## src/rtl/pwm_timer_pkg.sv

```systemverilog
package pwm_timer_pkg;

  typedef enum logic [2:0] {
    WG_STOP0     = 3'd0,
    WG_PC_FULL   = 3'd1,
    WG_STOP2     = 3'd2,
    WG_FAST_FULL = 3'd3,
    WG_STOP4     = 3'd4,
    WG_PC_CMPA   = 3'd5,
    WG_STOP6     = 3'd6,
    WG_FAST_CMPA = 3'd7
  } wg_mode_t;

  typedef enum logic [1:0] {
    OUT_OFF    = 2'd0,
    OUT_TOGGLE = 2'd1,
    OUT_NONINV = 2'd2,
    OUT_INV    = 2'd3
  } out_mode_t;

  function automatic logic mode_is_dual(wg_mode_t m);
    return (m == WG_PC_FULL) || (m == WG_PC_CMPA);
  endfunction

  function automatic logic mode_is_single(wg_mode_t m);
    return (m == WG_FAST_FULL) || (m == WG_FAST_CMPA);
  endfunction

  function automatic logic mode_top_from_a(wg_mode_t m);
    return (m == WG_PC_CMPA) || (m == WG_FAST_CMPA);
  endfunction

endpackage

```

## src/rtl/pwm_cfg_regs.sv

```systemverilog
module pwm_cfg_regs
  import pwm_timer_pkg::*;
(
  input  logic      clk,
  input  logic      rst,
  input  logic      cfg_we,
  input  logic [2:0] cfg_mode,
  input  logic [1:0] cfg_out_a,
  input  logic [1:0] cfg_out_b,
  output wg_mode_t  mode_o,
  output out_mode_t out_a_o,
  output out_mode_t out_b_o
);

  wg_mode_t  mode_q;
  out_mode_t out_a_q;
  out_mode_t out_b_q;

  always_ff @(posedge clk) begin
    if (rst) begin
      mode_q  <= WG_STOP0;
      out_a_q <= OUT_OFF;
      out_b_q <= OUT_OFF;
    end else if (cfg_we) begin
      mode_q  <= wg_mode_t'(cfg_mode);
      out_a_q <= out_mode_t'(cfg_out_a);
      out_b_q <= out_mode_t'(cfg_out_b);
    end
  end

  assign mode_o  = mode_q;
  assign out_a_o = out_a_q;
  assign out_b_o = out_b_q;

endmodule

```

## src/rtl/pwm_slope_counter.sv

```systemverilog
module pwm_slope_counter
  import pwm_timer_pkg::*;
#(
  parameter int CNT_W = 8
) (
  input  logic             clk,
  input  logic             rst,
  input  logic             tick,
  input  wg_mode_t         mode_i,
  input  logic [CNT_W-1:0] top_a_i,
  output logic [CNT_W-1:0] cnt_o,
  output logic             up_phase_o,
  output logic             run_o,
  output logic             single_o,
  output logic             load_o,
  output logic             wrap_o,
  output logic             ovf_o
);

  localparam logic [CNT_W-1:0] MAXV = '1;
  localparam logic [CNT_W-1:0] ZERO = '0;
  localparam logic [CNT_W-1:0] ONE  = {{(CNT_W-1){1'b0}}, 1'b1};

  logic [CNT_W-1:0] cnt_q, cnt_d, top_val;
  logic             dir_q, dir_d;
  logic             ovf_q;
  logic             dual, single, at_top, at_bot;
  logic             turn_top, turn_bot;

  assign dual    = mode_is_dual(mode_i);
  assign single  = mode_is_single(mode_i);
  assign top_val = mode_top_from_a(mode_i) ? top_a_i : MAXV;
  assign at_top  = (cnt_q >= top_val);
  assign at_bot  = (cnt_q == ZERO);

  always_comb begin
    cnt_d    = cnt_q;
    dir_d    = dir_q;
    turn_top = 1'b0;
    turn_bot = 1'b0;
    if (single) begin
      dir_d = 1'b0;
      if (at_top) begin
        cnt_d    = ZERO;
        turn_top = 1'b1;
      end else begin
        cnt_d = cnt_q + ONE;
      end
    end else if (dual) begin
      if (!dir_q) begin
        if (at_top) begin
          dir_d    = 1'b1;
          turn_top = 1'b1;
          cnt_d    = at_bot ? ZERO : (cnt_q - ONE);
        end else begin
          cnt_d = cnt_q + ONE;
        end
      end else begin
        if (at_bot) begin
          dir_d    = 1'b0;
          turn_bot = 1'b1;
          cnt_d    = (top_val == ZERO) ? ZERO : ONE;
        end else begin
          cnt_d = cnt_q - ONE;
        end
      end
    end
  end

  always_ff @(posedge clk) begin
    if (rst) begin
      cnt_q <= ZERO;
      dir_q <= 1'b0;
      ovf_q <= 1'b0;
    end else begin
      ovf_q <= tick & (single ? turn_top : turn_bot);
      if (tick) begin
        cnt_q <= cnt_d;
        dir_q <= dir_d;
      end
    end
  end

  assign cnt_o      = cnt_q;
  assign up_phase_o = at_bot || (!dir_q && !at_top);
  assign run_o      = dual | single;
  assign single_o   = single;
  assign load_o     = tick & turn_top;
  assign wrap_o     = tick & single & turn_top;
  assign ovf_o      = ovf_q;

  // without a tick the count does not move
  a_r1_hold_without_tick: assert property (@(posedge clk) disable iff (rst)
    !tick |=> $stable(cnt_q));

  // dual-slope counting moves by exactly one per tick
  a_r2_unit_step: assert property (@(posedge clk) disable iff (rst)
    (tick && dual && top_val != ZERO && cnt_q <= top_val)
      |=> ((cnt_q == $past(cnt_q) + ONE) || (cnt_q == $past(cnt_q) - ONE)));

  // single-slope counting never passes TOP
  a_r7_within_top: assert property (@(posedge clk) disable iff (rst)
    (tick && single) |=> (cnt_q <= $past(top_val)));

  // dual-slope overflow only after a bottom tick
  a_r10_ovf_at_bottom: assert property (@(posedge clk) disable iff (rst)
    (ovf_q && $past(dual)) |-> ($past(cnt_q) == ZERO));

endmodule

```

## src/rtl/pwm_cmp_channel.sv

```systemverilog
module pwm_cmp_channel
  import pwm_timer_pkg::*;
#(
  parameter int CNT_W = 8
) (
  input  logic             clk,
  input  logic             rst,
  input  logic             tick,
  input  logic             run_i,
  input  logic             single_i,
  input  logic             load_i,
  input  logic             wrap_i,
  input  logic             up_phase_i,
  input  logic [CNT_W-1:0] cnt_i,
  input  logic             wr_i,
  input  logic [CNT_W-1:0] din_i,
  input  out_mode_t        com_i,
  output logic [CNT_W-1:0] act_o,
  output logic             wave_o,
  output logic             match_o
);

  logic [CNT_W-1:0] buf_q, act_q;
  logic             wave_q, wave_d, match_q, hit;

  assign hit = (cnt_i == act_q);

  always_comb begin
    wave_d = wave_q;
    if (com_i == OUT_OFF) begin
      wave_d = 1'b0;
    end else if (tick && run_i) begin
      if (single_i) begin
        case (com_i)
          OUT_TOGGLE: if (hit) wave_d = ~wave_q;
          OUT_NONINV: begin
            if (wrap_i)   wave_d = 1'b1;
            else if (hit) wave_d = 1'b0;
          end
          OUT_INV: begin
            if (wrap_i)   wave_d = 1'b0;
            else if (hit) wave_d = 1'b1;
          end
          default: wave_d = 1'b0;
        endcase
      end else begin
        case (com_i)
          OUT_NONINV: if (hit) wave_d = ~up_phase_i;
          OUT_INV:    if (hit) wave_d = up_phase_i;
          default:    wave_d = 1'b0;
        endcase
      end
    end
  end

  always_ff @(posedge clk) begin
    if (rst) begin
      buf_q   <= '0;
      act_q   <= '0;
      wave_q  <= 1'b0;
      match_q <= 1'b0;
    end else begin
      if (wr_i) buf_q <= din_i;
      if (!run_i || load_i) act_q <= buf_q;
      match_q <= tick & run_i & hit;
      wave_q  <= wave_d;
    end
  end

  assign act_o   = act_q;
  assign wave_o  = wave_q;
  assign match_o = match_q;

  // active value holds between update points while running
  a_r9_active_held: assert property (@(posedge clk) disable iff (rst)
    (run_i && !load_i) |=> $stable(act_q));

  // a flag follows only a real equality
  a_r11_flag_on_equal: assert property (@(posedge clk) disable iff (rst)
    match_q |-> ($past(cnt_i) == $past(act_q)));

  // output code off keeps the pin low
  a_r12_off_low: assert property (@(posedge clk) disable iff (rst)
    (com_i == OUT_OFF) |=> !wave_q);

endmodule

```

## src/rtl/pwm_dual_slope_timer.sv

```systemverilog
module pwm_dual_slope_timer
  import pwm_timer_pkg::*;
#(
  parameter int CNT_W = 8
) (
  input  logic             clk,
  input  logic             rst,
  input  logic             tick,
  input  logic             cfg_we,
  input  logic [2:0]       cfg_mode,
  input  logic [1:0]       cfg_out_a,
  input  logic [1:0]       cfg_out_b,
  input  logic             cmp_a_we,
  input  logic [CNT_W-1:0] cmp_a_din,
  input  logic             cmp_b_we,
  input  logic [CNT_W-1:0] cmp_b_din,
  output logic [CNT_W-1:0] count,
  output logic             wave_a,
  output logic             wave_b,
  output logic             ovf_flag,
  output logic             match_a_flag,
  output logic             match_b_flag
);

  localparam int NCH = 2;

  wg_mode_t         mode;
  out_mode_t        out_a, out_b;
  logic [CNT_W-1:0] cnt;
  logic             up_phase, run, single, load, wrap;

  logic             we_v    [NCH];
  logic [CNT_W-1:0] din_v   [NCH];
  out_mode_t        com_v   [NCH];
  logic [CNT_W-1:0] act_v   [NCH];
  logic             wave_v  [NCH];
  logic             match_v [NCH];

  pwm_cfg_regs u_cfg (
    .clk       (clk),
    .rst       (rst),
    .cfg_we    (cfg_we),
    .cfg_mode  (cfg_mode),
    .cfg_out_a (cfg_out_a),
    .cfg_out_b (cfg_out_b),
    .mode_o    (mode),
    .out_a_o   (out_a),
    .out_b_o   (out_b)
  );

  pwm_slope_counter #(.CNT_W(CNT_W)) u_cnt (
    .clk        (clk),
    .rst        (rst),
    .tick       (tick),
    .mode_i     (mode),
    .top_a_i    (act_v[0]),
    .cnt_o      (cnt),
    .up_phase_o (up_phase),
    .run_o      (run),
    .single_o   (single),
    .load_o     (load),
    .wrap_o     (wrap),
    .ovf_o      (ovf_flag)
  );

  assign we_v[0]  = cmp_a_we;
  assign we_v[1]  = cmp_b_we;
  assign din_v[0] = cmp_a_din;
  assign din_v[1] = cmp_b_din;
  assign com_v[0] = out_a;
  assign com_v[1] = out_b;

  for (genvar ch = 0; ch < NCH; ch++) begin : g_chan
    pwm_cmp_channel #(.CNT_W(CNT_W)) u_ch (
      .clk        (clk),
      .rst        (rst),
      .tick       (tick),
      .run_i      (run),
      .single_i   (single),
      .load_i     (load),
      .wrap_i     (wrap),
      .up_phase_i (up_phase),
      .cnt_i      (cnt),
      .wr_i       (we_v[ch]),
      .din_i      (din_v[ch]),
      .com_i      (com_v[ch]),
      .act_o      (act_v[ch]),
      .wave_o     (wave_v[ch]),
      .match_o    (match_v[ch])
    );
  end

  assign count        = cnt;
  assign wave_a       = wave_v[0];
  assign wave_b       = wave_v[1];
  assign match_a_flag = match_v[0];
  assign match_b_flag = match_v[1];

endmodule

```

## config.mk

```make
export PLATFORM = sky130hd
export DESIGN_NAME = pwm_dual_slope_timer
export DESIGN_NICKNAME = d
export VERILOG_FILES = /design/src/rtl/pwm_timer_pkg.sv /design/src/rtl/pwm_cfg_regs.sv /design/src/rtl/pwm_slope_counter.sv /design/src/rtl/pwm_cmp_channel.sv /design/src/rtl/pwm_dual_slope_timer.sv
export SDC_FILE = /design/constraint.sdc
export NUM_CORES = 1
export LEC_CHECK = 0
export ABC_AREA = 0
export BUFFER_PORTS_ARGS = -buffer_cell sky130_fd_sc_hd__buf_2
export CORE_MARGIN = 2
export CORE_UTILIZATION = 50
export CTS_CLUSTER_SIZE = 28
export DETAILED_ROUTE_END_ITERATION = 12
export PLACE_DENSITY_LB_ADDON = 0.15
export SLEW_MARGIN = 20
export SYNTH_ARGS = -nofsm -noshare
export SYNTH_HDL_FRONTEND = slang
export SYNTH_SLANG_ARGS = --single-unit
```

## constraint.sdc

```tcl
create_clock -name clk -period 3.51 [get_ports clk]
set_input_delay 0.1755 -clock clk [delete_from_list [all_inputs] [get_ports clk]]
set_output_delay 0.1755 -clock clk [all_outputs]
set_load 0.01 [all_outputs]
```

==> key figures, run 1 <==
Setup path
  – Worst Reg-to-Reg Cells: 10
  – CP Capture Type: flop
  – Start of the worst register-to-register path: u_cfg.mode_o[0]
  – Reg2Reg Setup Slack: 0.51 ns
  – WS Path Type: reg2reg
  – Worst endpoint required time: 3.68 ns
  – Critical path arrival: roughly 3.2 ns
  – Worst reg2reg path endpoint: u_cnt.cnt_o[5]
  – CP startpoint kind: flop
  – Worst Path Max Fanout: 11

Final layout
  – Fill count: ~540
  – FF/Latch Area: between 1000 and 1500 um2
  – Area taken by multi-input logic gates: between 1500 and 2000 um2
  – Nets: 405
  – Layout cells sized above 1: 0.191
  – Synth-to-layout area growth: 10.9%
  – Ant. Diodes: 0

Synth
  – EDFF count, synth: 0
  – Synthesis-stage register bit count: 53
  – FFs w/ async S/R, synth: 0
  – Net count after synthesis: between 300 and 400
  – Library cells used by synthesis: 46
  – Dominant synthesized flop cell: dfxtp_1
  – Sequential share of the synthesized area: 0.365
  – Netlist Area Pre-Place: between 2000 and 3000 um2
  – Syn Area/Cell: about 8.7 um2
  – Cells after synthesis: 334
  – Yosys Warn Count: 0

GRT
  – Met3 usage: 0.0348
  – GR Util met2: 0.333
  – GR peak layer: met2
  – First-pass GRT wire length: 10.5 mm
  – Met1 Use GR: 0.289
  – Antenna violations before repair: 0
  – Total gr overflow: 0
  – Total GRT Usage: 0.207
  – Largest net degree at the start of global routing: between 50 and 60
  – Vias in the first global route: approximately 2200

Die
  – Ports: 42
  – Site row count: 27
  – Die outline area: roughly 6400 um2
  – Initial Util: 0.522
  – Die X-Extent: ~80 um
  – Die Height: ~80 um
  – Placeable Area: 5570 um2

Detailed routing
  – DRT Pass-1 Iters: 4
  – Vias per cell: approximately 5.4
  – Routed WL: about 6.2 mm
  – Antenna viol nets, final: 0
  – Via count: around 2400
  – Starting DRT DRC Count: approximately 170
  – Post-detailed-route DRC marker count: 0
  – Routed len/inst: roughly 14 um

Placed design
  – Port Buffer Count: 41
  – Place WS: about 0.55 ns
  – Final HPWL from detailed placement: approximately 4.3 mm
  – GP Congestion: about 0.82

Power
  – Static leakage: between 1.5 and 2 nW
  – Max VDD drop: 0.000239 V
  – Pwr/cell area: around 360 nW/um2

Clock tree
  – CTS root buf: clkbuf_8
  – CTS Buf Count: 5
  – H-tree levels: 2
  – CTS Sinks: 53
  – Setup Buffers After CTS: 0
  – Hold Buf Count CTS: 0
  – Clk_lat worst skew: between 0.3 and 0.4 ns
  – Cts repair resizes: 0
  – Clock Tree Buf Depth: 2
  – Clock slew at reported path FFs: roughly 0.11 ns
  – CTS tree: done

Timing
  – Final Skew: 0.00859 ns
  – Slew Viols, Final: 0
  – Max Clk Rate: 0.334 GHz
  – TNS Setup: 0 ns
  – Final Worst Setup Slack: around 0.51 ns
  – Slew HR: 0.379
  – Tightest Pin Transition: between 0.9 and 1 ns
  – WHS: 0.0905 ns
  – Final setup fails: 0
  – Fin crit share: 0.854
  – RSZ-0062 raised after global routing: false
  – Final hold violation count: 0
  – Tmin final: between 2 and 3 ns

Worst hold path
  – Worst hold start: cfg_mode[2]
  – Worst hold path depth: 3
  – HP Class: in2reg
  – Worst hold endpoint: u_cfg.mode_o[2]

Status
  – Status: completed

Job
  – Max capacitance violation total: 0
==> cell type report <==
| cell class | count | share of cell area |
|---|---|---|
| Clock inverter | 2 | 0.00543 |
| Timing Repair Buffer | 48 | 0.0799 |
| Tap cell | 72 | 0.0279 |
| Clock buffer | 6 | 0.0256 |
| Multi-Input combinational cell | 250 | 0.524 |
| Sequential cell | 53 | 0.329 |
| Inverter | 7 | 0.00815 |
==> flip-flops by register name (all words and copies together) (netlist names) <==
signal / flops
u_cnt.ovf_o: 1
u_cfg.mode_o: 3
u_cfg.out_b_o: 2
u_cnt.cnt_o: 8
g_chan.u_ch.match_o: 2
g_chan.u_ch.buf_q: 16
g_chan.u_ch.act_o: 16
g_chan.u_ch.wave_o: 2
u_cfg.out_a_o: 2
u_cnt.dir_q: 1
==> worst max-delay path by stage <==
stage	start	slack, ns	end	depth (start not counted)
3_5_place_dp	u_cfg.mode_o[0]	0.55	u_cnt.cnt_o[5]	10
3_3_place_gp	u_cfg.mode_o[0]	0.61	u_cnt.cnt_o[2]	10
5_1_grt	u_cfg.mode_o[0]	0.26	u_cnt.cnt_o[5]	10
2_1_floorplan	u_cfg.mode_o[0]	0.96	u_cnt.cnt_o[2]	12
4_1_cts	u_cfg.mode_o[0]	0.55	u_cnt.cnt_o[5]	10
6_report	u_cfg.mode_o[0]	0.51	u_cnt.cnt_o[5]	10
==> critical path, cell delays in order (launching register included) <==
cell and delay [ns]:
dfxtp_1 0.47, nand2_1 0.21, or2_2 0.32, ha_1 0.27
nand2b_4 0.15, a2111oi_4 0.43, o31ai_4 0.16, o21bai_2 0.45
nor3_1 0.13, a31oi_1 0.19, a21oi_1 0.08
==> kinds of logic after synthesis <==
family | synth area share
compound gates | 0.128
flops | 0.365
fa+ha+maj | 0.0473
mux | 0.138
buf+inv | 0.0538
simple gates | 0.205
xor+xnor | 0.0633
==> through the flow <==
| stage | area (um2) | std cells | total power [mW] | util |
|---|---|---|---|---|
| finish | 3230 | 438 | 1.16 | 0.579 |
| global route | 3230 | 438 | 1.22 | 0.579 |
| CTS | 3230 | 438 | 1.17 | 0.579 |
| detailed placement | 3130 | 430 | 0.795 | 0.561 |
| global placement | 3130 | 430 | 0.792 | 0.561 |
| floorplan | 2910 | 334 | 0.760 | - |
==> placed cells by master (no fill, tap or decap), types with 2 or more instances in the layout <==
cell	instances
a21boi_0	2
nor3_1	11
and3_1	5
mux2i_1	40
buf_4	7
inv_1	7
a21oi_1	21
nand3_2	2
nor4_1	4
nand2_1	16
nand3_1	6
dfxtp_1	53
nor2_1	67
a22oi_1	3
o22ai_1	2
nand4_1	3
ha_1	11
buf_2	41
o21ai_0	12
o21a_1	2
a311oi_1	2
clkbuf_8	6
xor2_1	16
xnor2_1	5
==> synth_stat cells (2+ instances only) <==
cell | count | area share
nor3_1 | 11 | 0.019
xor2_1 | 16 | 0.048
xnor2_1 | 5 | 0.015
a21boi_0 | 2 | 0.0052
mux2i_1 | 40 | 0.14
dfxtp_1 | 53 | 0.36
nor4_1 | 4 | 0.0086
buf_2 | 10 | 0.017
nand2_1 | 16 | 0.021
nand4_1 | 3 | 0.0065
o21a_1 | 2 | 0.0052
nand3_2 | 2 | 0.0069
a21oi_1 | 21 | 0.036
ha_1 | 11 | 0.047
o22ai_1 | 2 | 0.0043
inv_1 | 7 | 0.0090
nor2_1 | 67 | 0.086
and3_1 | 5 | 0.011
a22oi_1 | 3 | 0.0077
nand3_1 | 6 | 0.010
o21ai_0 | 12 | 0.021
clkbuf_1 | 11 | 0.014
a311oi_1 | 2 | 0.0060
==> layer usage <==
metal	vias to the layer above	wire [um]
met3	5	192
met2	44	2880
met4	0	58
met5	-	0
met1	1091	3040
li1	1214	-
==> report_power, final <==
group          switching [mW]  internal (mW)  leakage [nW]
clock                   0.218          0.164        0.0518
combinational          0.0709         0.0612          1.12
sequential             0.0223          0.627         0.433
total                   0.311          0.852          1.60
Note: power is estimated with default switching activity, not from simulation.
==> run 2: changes to the inputs <==
--- a/config.mk
+++ b/config.mk
@@ -7,12 +7,15 @@
 export LEC_CHECK = 0
 export ABC_AREA = 0
 export BUFFER_PORTS_ARGS = -buffer_cell sky130_fd_sc_hd__buf_2
+export CAP_MARGIN = 20
+export CELL_PAD_IN_SITES_DETAIL_PLACEMENT = 0
+export CELL_PAD_IN_SITES_GLOBAL_PLACEMENT = 1
 export CORE_MARGIN = 2
-export CORE_UTILIZATION = 50
+export CORE_UTILIZATION = 43
 export CTS_CLUSTER_SIZE = 28
 export DETAILED_ROUTE_END_ITERATION = 12
 export PLACE_DENSITY_LB_ADDON = 0.15
-export SLEW_MARGIN = 20
+export SLEW_MARGIN = 30
 export SYNTH_ARGS = -nofsm -noshare
 export SYNTH_HDL_FRONTEND = slang
 export SYNTH_SLANG_ARGS = --single-unit
==> run 2 against run 1 <==
  * Flip-flop and latch count is the same
  * Setup slack gained 0.0081 ns
  * Total power grew 2.7%
  * Maximum frequency grew 0.27%
  * Clock power grew 8.1%
  * Wire length grew 2.7%
  * Via count shrank 1.1%
  * Largest cell class unchanged
  * Highest routed layer unchanged
==> key figures, run 2 (synthesized netlist as in run 1, its figures left out) <==
Power
  – Max VDD drop: 0.000223 V
  – Pwr/cell area: around 370 nW/um2
  – Static leakage: 1.60 nW

Clock tree
  – Cts repair resizes: 0
  – Clk_lat worst skew: 0.30 ns
  – Hold Buf Count CTS: 0
  – Clock Tree Buf Depth: 2
  – H-tree levels: 2
  – Setup Buffers After CTS: 0
  – CTS Sinks: 53
  – CTS tree: done
  – CTS Buf Count: 5
  – CTS root buf: clkbuf_8
  – Clock slew at reported path FFs: roughly 0.10 ns

Timing
  – Final hold violation count: 0
  – Final Skew: ~0.0075 ns
  – Max Clk Rate: around 0.33 GHz
  – RSZ-0062 raised after global routing: false
  – WHS: about 0.10 ns
  – TNS Setup: 0 ns
  – Final setup fails: 0
  – Tmin final: roughly 3 ns
  – Fin crit share: 0.851
  – Slew HR: 0.631
  – Tightest Pin Transition: between 0.5 and 0.6 ns
  – Final Worst Setup Slack: ~0.52 ns
  – Slew Viols, Final: 0

GRT
  – First-pass GRT wire length: a little over 10 mm
  – Antenna violations before repair: 0
  – Met3 usage: 0.0343
  – Met1 Use GR: 0.253
  – Largest net degree at the start of global routing: 54
  – GR Util met2: 0.272
  – Total GRT Usage: 0.178
  – Vias in the first global route: roughly 2100
  – GR peak layer: met2
  – Total gr overflow: 0

Setup path
  – Start of the worst register-to-register path: u_cfg.mode_o[0]
  – CP max stage cell: dfxtp_1
  – CP Capture Type: flop
  – Worst Setup SP: u_cfg.mode_o[0]
  – CP startpoint kind: flop
  – CP Buf/Inv Count: 0
  – Crit path largest cell delay: 0.47 ns
  – Top Family by Delay on Critical Path: compound AO/OA/AOI/OAI gates
  – Worst-path cell chain: nand2_1 -> or2_2 -> ha_1 -> nand2b_4 -> a2111oi_4 -> o31ai_4 -> o21bai_2 -> o221ai_2 -> a22oi_1 -> nor2_1
  – Worst endpoint required time: roughly 3.7 ns
  – Worst Path Max Fanout: 11
  – Critical path arrival: 3.17 ns
  – WS Path Type: reg2reg

Die
  – Initial Util: 0.450
  – Die outline area: 7440 um2
  – Ports: between 40 and 50
  – Die X-Extent: approximately 86 um
  – Site row count: 29
  – Placeable Area: 6460 um2
  – Die Height: 86.2 um

Job
  – Max capacitance violation total: 0

Final layout
  – Synth-to-layout area growth: 11.5%
  – Most common cell after layout, fill and taps aside: nor2_1
  – Fill count: 650
  – Most frequent cells in the layout: nor2_1, dfxtp_1, mux2i_1, buf_2, a21oi_1
  – Final core occ: 0.502
  – Ant. Diodes: 0
  – Layout cells sized above 1: 0.189
  – Nets: a little over 400

Detailed routing
  – Post-detailed-route DRC marker count: 0
  – Routed WL: about 6.3 mm
  – Via count: 2329
  – Antenna viol nets, final: 0
  – DRT Pass-1 Iters: 4
  – Routed len/inst: about 14 um
  – Starting DRT DRC Count: 97
  – Vias per cell: between 5 and 6

Worst hold path
  – Worst hold start: cmp_a_din[0]
  – HP Class: in2reg

Placed design
  – GP Congestion: 0.764
  – Port Buffer Count: just over 40
  – Place WS: about 0.5 ns
  – Final HPWL from detailed placement: 4.49 mm

Status
  – Status: completed
## run 2: cell types whose count changed in the layout (fill, tap and decap cells not counted), sizes merged
cell,change
clkbuf,-1
clkinv,-1
bufinv,+1
## run 2: routing by layer
layer	share of wire	up-vias	wire, um
met5	0	-	0
met4	0.0092	0	58
met3	0.044	4	279
met2	0.44	56	2820
met1	0.50	1053	3180
li1	-	1216	-
## run 2: through the flow
stage,area (um2),total power [mW],instances
global route,3240,1.25,442
CTS,3240,1.21,442
floorplan,2910,0.760,334
detailed placement,3130,0.796,435
global placement,3130,0.794,435
finish,3240,1.19,442
## run 2: area by class of cell
cell class | count | area, um2 | share of cell area
inverter | 7 | 26.3 | 0.00810
timing repair buffer | 48 | 260 | 0.0803
multi-input combinational | 250 | 1690 | 0.521
clock buffer | 5 | 68.8 | 0.0212
clock inverter | 2 | 38.8 | 0.0120
sequential | 53 | 1060 | 0.327
tap | 77 | 96.3 | 0.0297
## run 2: worst min-delay path, stage by stage
cell,delay (ns)
buf_2,0.07
mux2i_1,0.05
nor2_1,0.07
## run 2: report_power, final
group          internal, mW  switching, mW  leakage [nW]  total, mW
combinational        0.0614         0.0707          1.12      0.132
sequential            0.627         0.0221         0.433      0.649
clock                 0.212          0.203        0.0546      0.414
## run 2: path summary, 6_finish.rpt
check / to / slack [ns] / cells after the start
setup / recovery: u_cnt.cnt_o[2] / 0.52 / 10
hold / removal: g_chan[0].u_ch.buf_q[0] / 0.10 / 3
setup reg to reg: u_cnt.cnt_o[2] / 0.52 / 10
hold reg to reg: g_chan[1].u_ch.buf_q[2] / 0.51 / 2
==> run 3: changes to the inputs <==
--- a/config.mk
+++ b/config.mk
@@ -14,6 +14,7 @@
 export CORE_UTILIZATION = 43
 export CTS_CLUSTER_SIZE = 28
 export DETAILED_ROUTE_END_ITERATION = 12
+export MAX_ROUTING_LAYER = met4
 export PLACE_DENSITY_LB_ADDON = 0.15
 export SLEW_MARGIN = 30
 export SYNTH_ARGS = -nofsm -noshare
==> run 3 against run 2 <==
  * Global-route usage grew 0.50 points
  * Critical path depth is the same
  * Non-clock buffer count is the same
  * Core utilization is the same
  * Clock-buffer cell count is the same
  * Largest cell class unchanged
  * Highest routed layer unchanged
==> key figures, run 3 (synthesized netlist as in run 1, its figures left out) <==
Final layout
  – Fill count: 650
  – Area taken by multi-input logic gates: around 1700 um2
  – Ant. Diodes: 0
  – FF/Latch Area: 1060 um2
  – Synth-to-layout area growth: 11.5%
  – Nets: between 400 and 500
  – Final instance area: ~3200 um2
  – Layout cells sized above 1: 0.189
  – Most common cell after layout, fill and taps aside: nor2_1
  – Most frequent cells in the layout: nor2_1, dfxtp_1, mux2i_1, buf_2, a21oi_1

Placed design
  – GP Congestion: around 0.77
  – Port Buffer Count: slightly above 40
  – Final HPWL from detailed placement: 4.49 mm
  – DP Area: 3130 um2

Die
  – Ports: 42
  – Die outline area: about 7400 um2
  – Die X-Extent: around 86 um
  – Site row count: 29
  – Initial Util: 0.450
  – Die Height: 86.2 um
  – Placeable Area: around 6500 um2

Timing
  – Fin crit share: 0.852
  – TNS Setup: 0 ns
  – Max Clk Rate: roughly 0.33 GHz
  – Final setup fails: 0
  – Final Skew: around 0.007 ns
  – RSZ-0062 raised after global routing: false
  – Final hold violation count: 0
  – Tmin final: 2.99 ns
  – Slew HR: 0.633
  – Tightest Pin Transition: 0.551 ns
  – Slew Viols, Final: 0

Clock tree
  – H-tree levels: 2
  – CTS Buf Count: 5
  – Clock Tree Buf Depth: 2
  – Cts repair resizes: 0
  – Hold Buf Count CTS: 0
  – CTS Sinks: 53
  – Clock slew at reported path FFs: 0.10 ns
  – Clk_lat worst skew: approximately 0.30 ns
  – CTS tree: done
  – CTS root buf: clkbuf_8
  – Setup Buffers After CTS: 0

Job
  – Max capacitance violation total: 0

Setup path
  – CP Capture Type: flop
  – CP startpoint kind: flop
  – Worst endpoint required time: 3.69 ns
  – Critical path arrival: approximately 3.2 ns
  – Worst Path Max Fanout: 11
  – WS Path Type: reg2reg

GRT
  – Total GRT Usage: 0.183
  – Vias in the first global route: between 2000 and 2500
  – Antenna violations before repair: 0
  – Largest net degree at the start of global routing: 54
  – Total gr overflow: 0
  – First-pass GRT wire length: 10.4 mm

Detailed routing
  – Routed WL: 6.30 mm
  – Via count: 2336
  – Starting DRT DRC Count: 88
  – Routed len/inst: between 10 and 15 um
  – Vias per cell: between 5 and 6
  – Post-detailed-route DRC marker count: 0
  – DRT Pass-1 Iters: 4
  – Antenna viol nets, final: 0

Power
  – Pwr/cell area: 368 nW/um2
  – Max VDD drop: between 0.0002 and 0.00025 V
  – Static leakage: around 1.6 nW

Worst hold path
  – HP Class: in2reg

Status
  – Status: completed
run 3: area by class of cell:
type / count / area share
clock buffer: 5 / 0.0212
sequential: 53 / 0.327
timing repair buffer: 48 / 0.0803
multi-input combinational: 250 / 0.521
tap: 77 / 0.0297
inverter: 7 / 0.00810
clock inverter: 2 / 0.0120
run 3: final timing paths:
kind / start / end / slack, ns / cells after the start
worst max-delay path: u_cfg.mode_o[0] / u_cnt.cnt_o[2] / 0.52 / 10
worst min-delay path: cmp_a_din[0] / g_chan[0].u_ch.buf_q[0] / 0.10 / 3
worst max register to register: u_cfg.mode_o[0] / u_cnt.cnt_o[2] / 0.52 / 10
worst min register to register: g_chan[1].u_ch.buf_q[2] / g_chan[1].u_ch.buf_q[2] / 0.51 / 2
run 3: per-layer routing:
| layer | GRT usage | part of all wire | vias up |
|---|---|---|---|
| li1 | - | - | 1217 |
| met1 | 0.253 | 0.51 | 1062 |
| met2 | 0.271 | 0.44 | 53 |
| met3 | 0.0343 | 0.040 | 4 |
| met4 | 0.0554 | 0.0092 | 0 |
| met5 | - | 0 | - |
run 3: stage by stage:
| step | hold WS (ns) | setup slack (ns) | cells | power [mW] | utilization |
|---|---|---|---|---|---|
| CTS | 0.0922 | 0.493 | 442 | 1.21 | 0.502 |
| finish | 0.100 | 0.518 | 442 | 1.19 | 0.502 |
| detailed placement | 0.416 | 0.512 | 435 | 0.796 | 0.485 |
| global route | 0.0879 | 0.248 | 442 | 1.25 | 0.502 |
| global placement | 0.407 | 0.591 | 435 | 0.794 | 0.485 |
| floorplan | 0.323 | 0.957 | 334 | 0.760 | - |
run 3: worst max-delay path: stages, from the launching register on:
cell	delay, ns
dfxtp_1	0.47
nand2_1	0.21
or2_2	0.32
ha_1	0.27
nand2b_4	0.15
a2111oi_4	0.42
o31ai_4	0.16
o21bai_2	0.46
o221ai_2	0.14
a22oi_1	0.21
nor2_1	0.06
run 3: power breakdown:
group          switching [mW]  total [mW]  internal [mW]
Sequential             0.0221       0.649          0.627
Clock                   0.202       0.414          0.212
Combinational          0.0707       0.132         0.0614
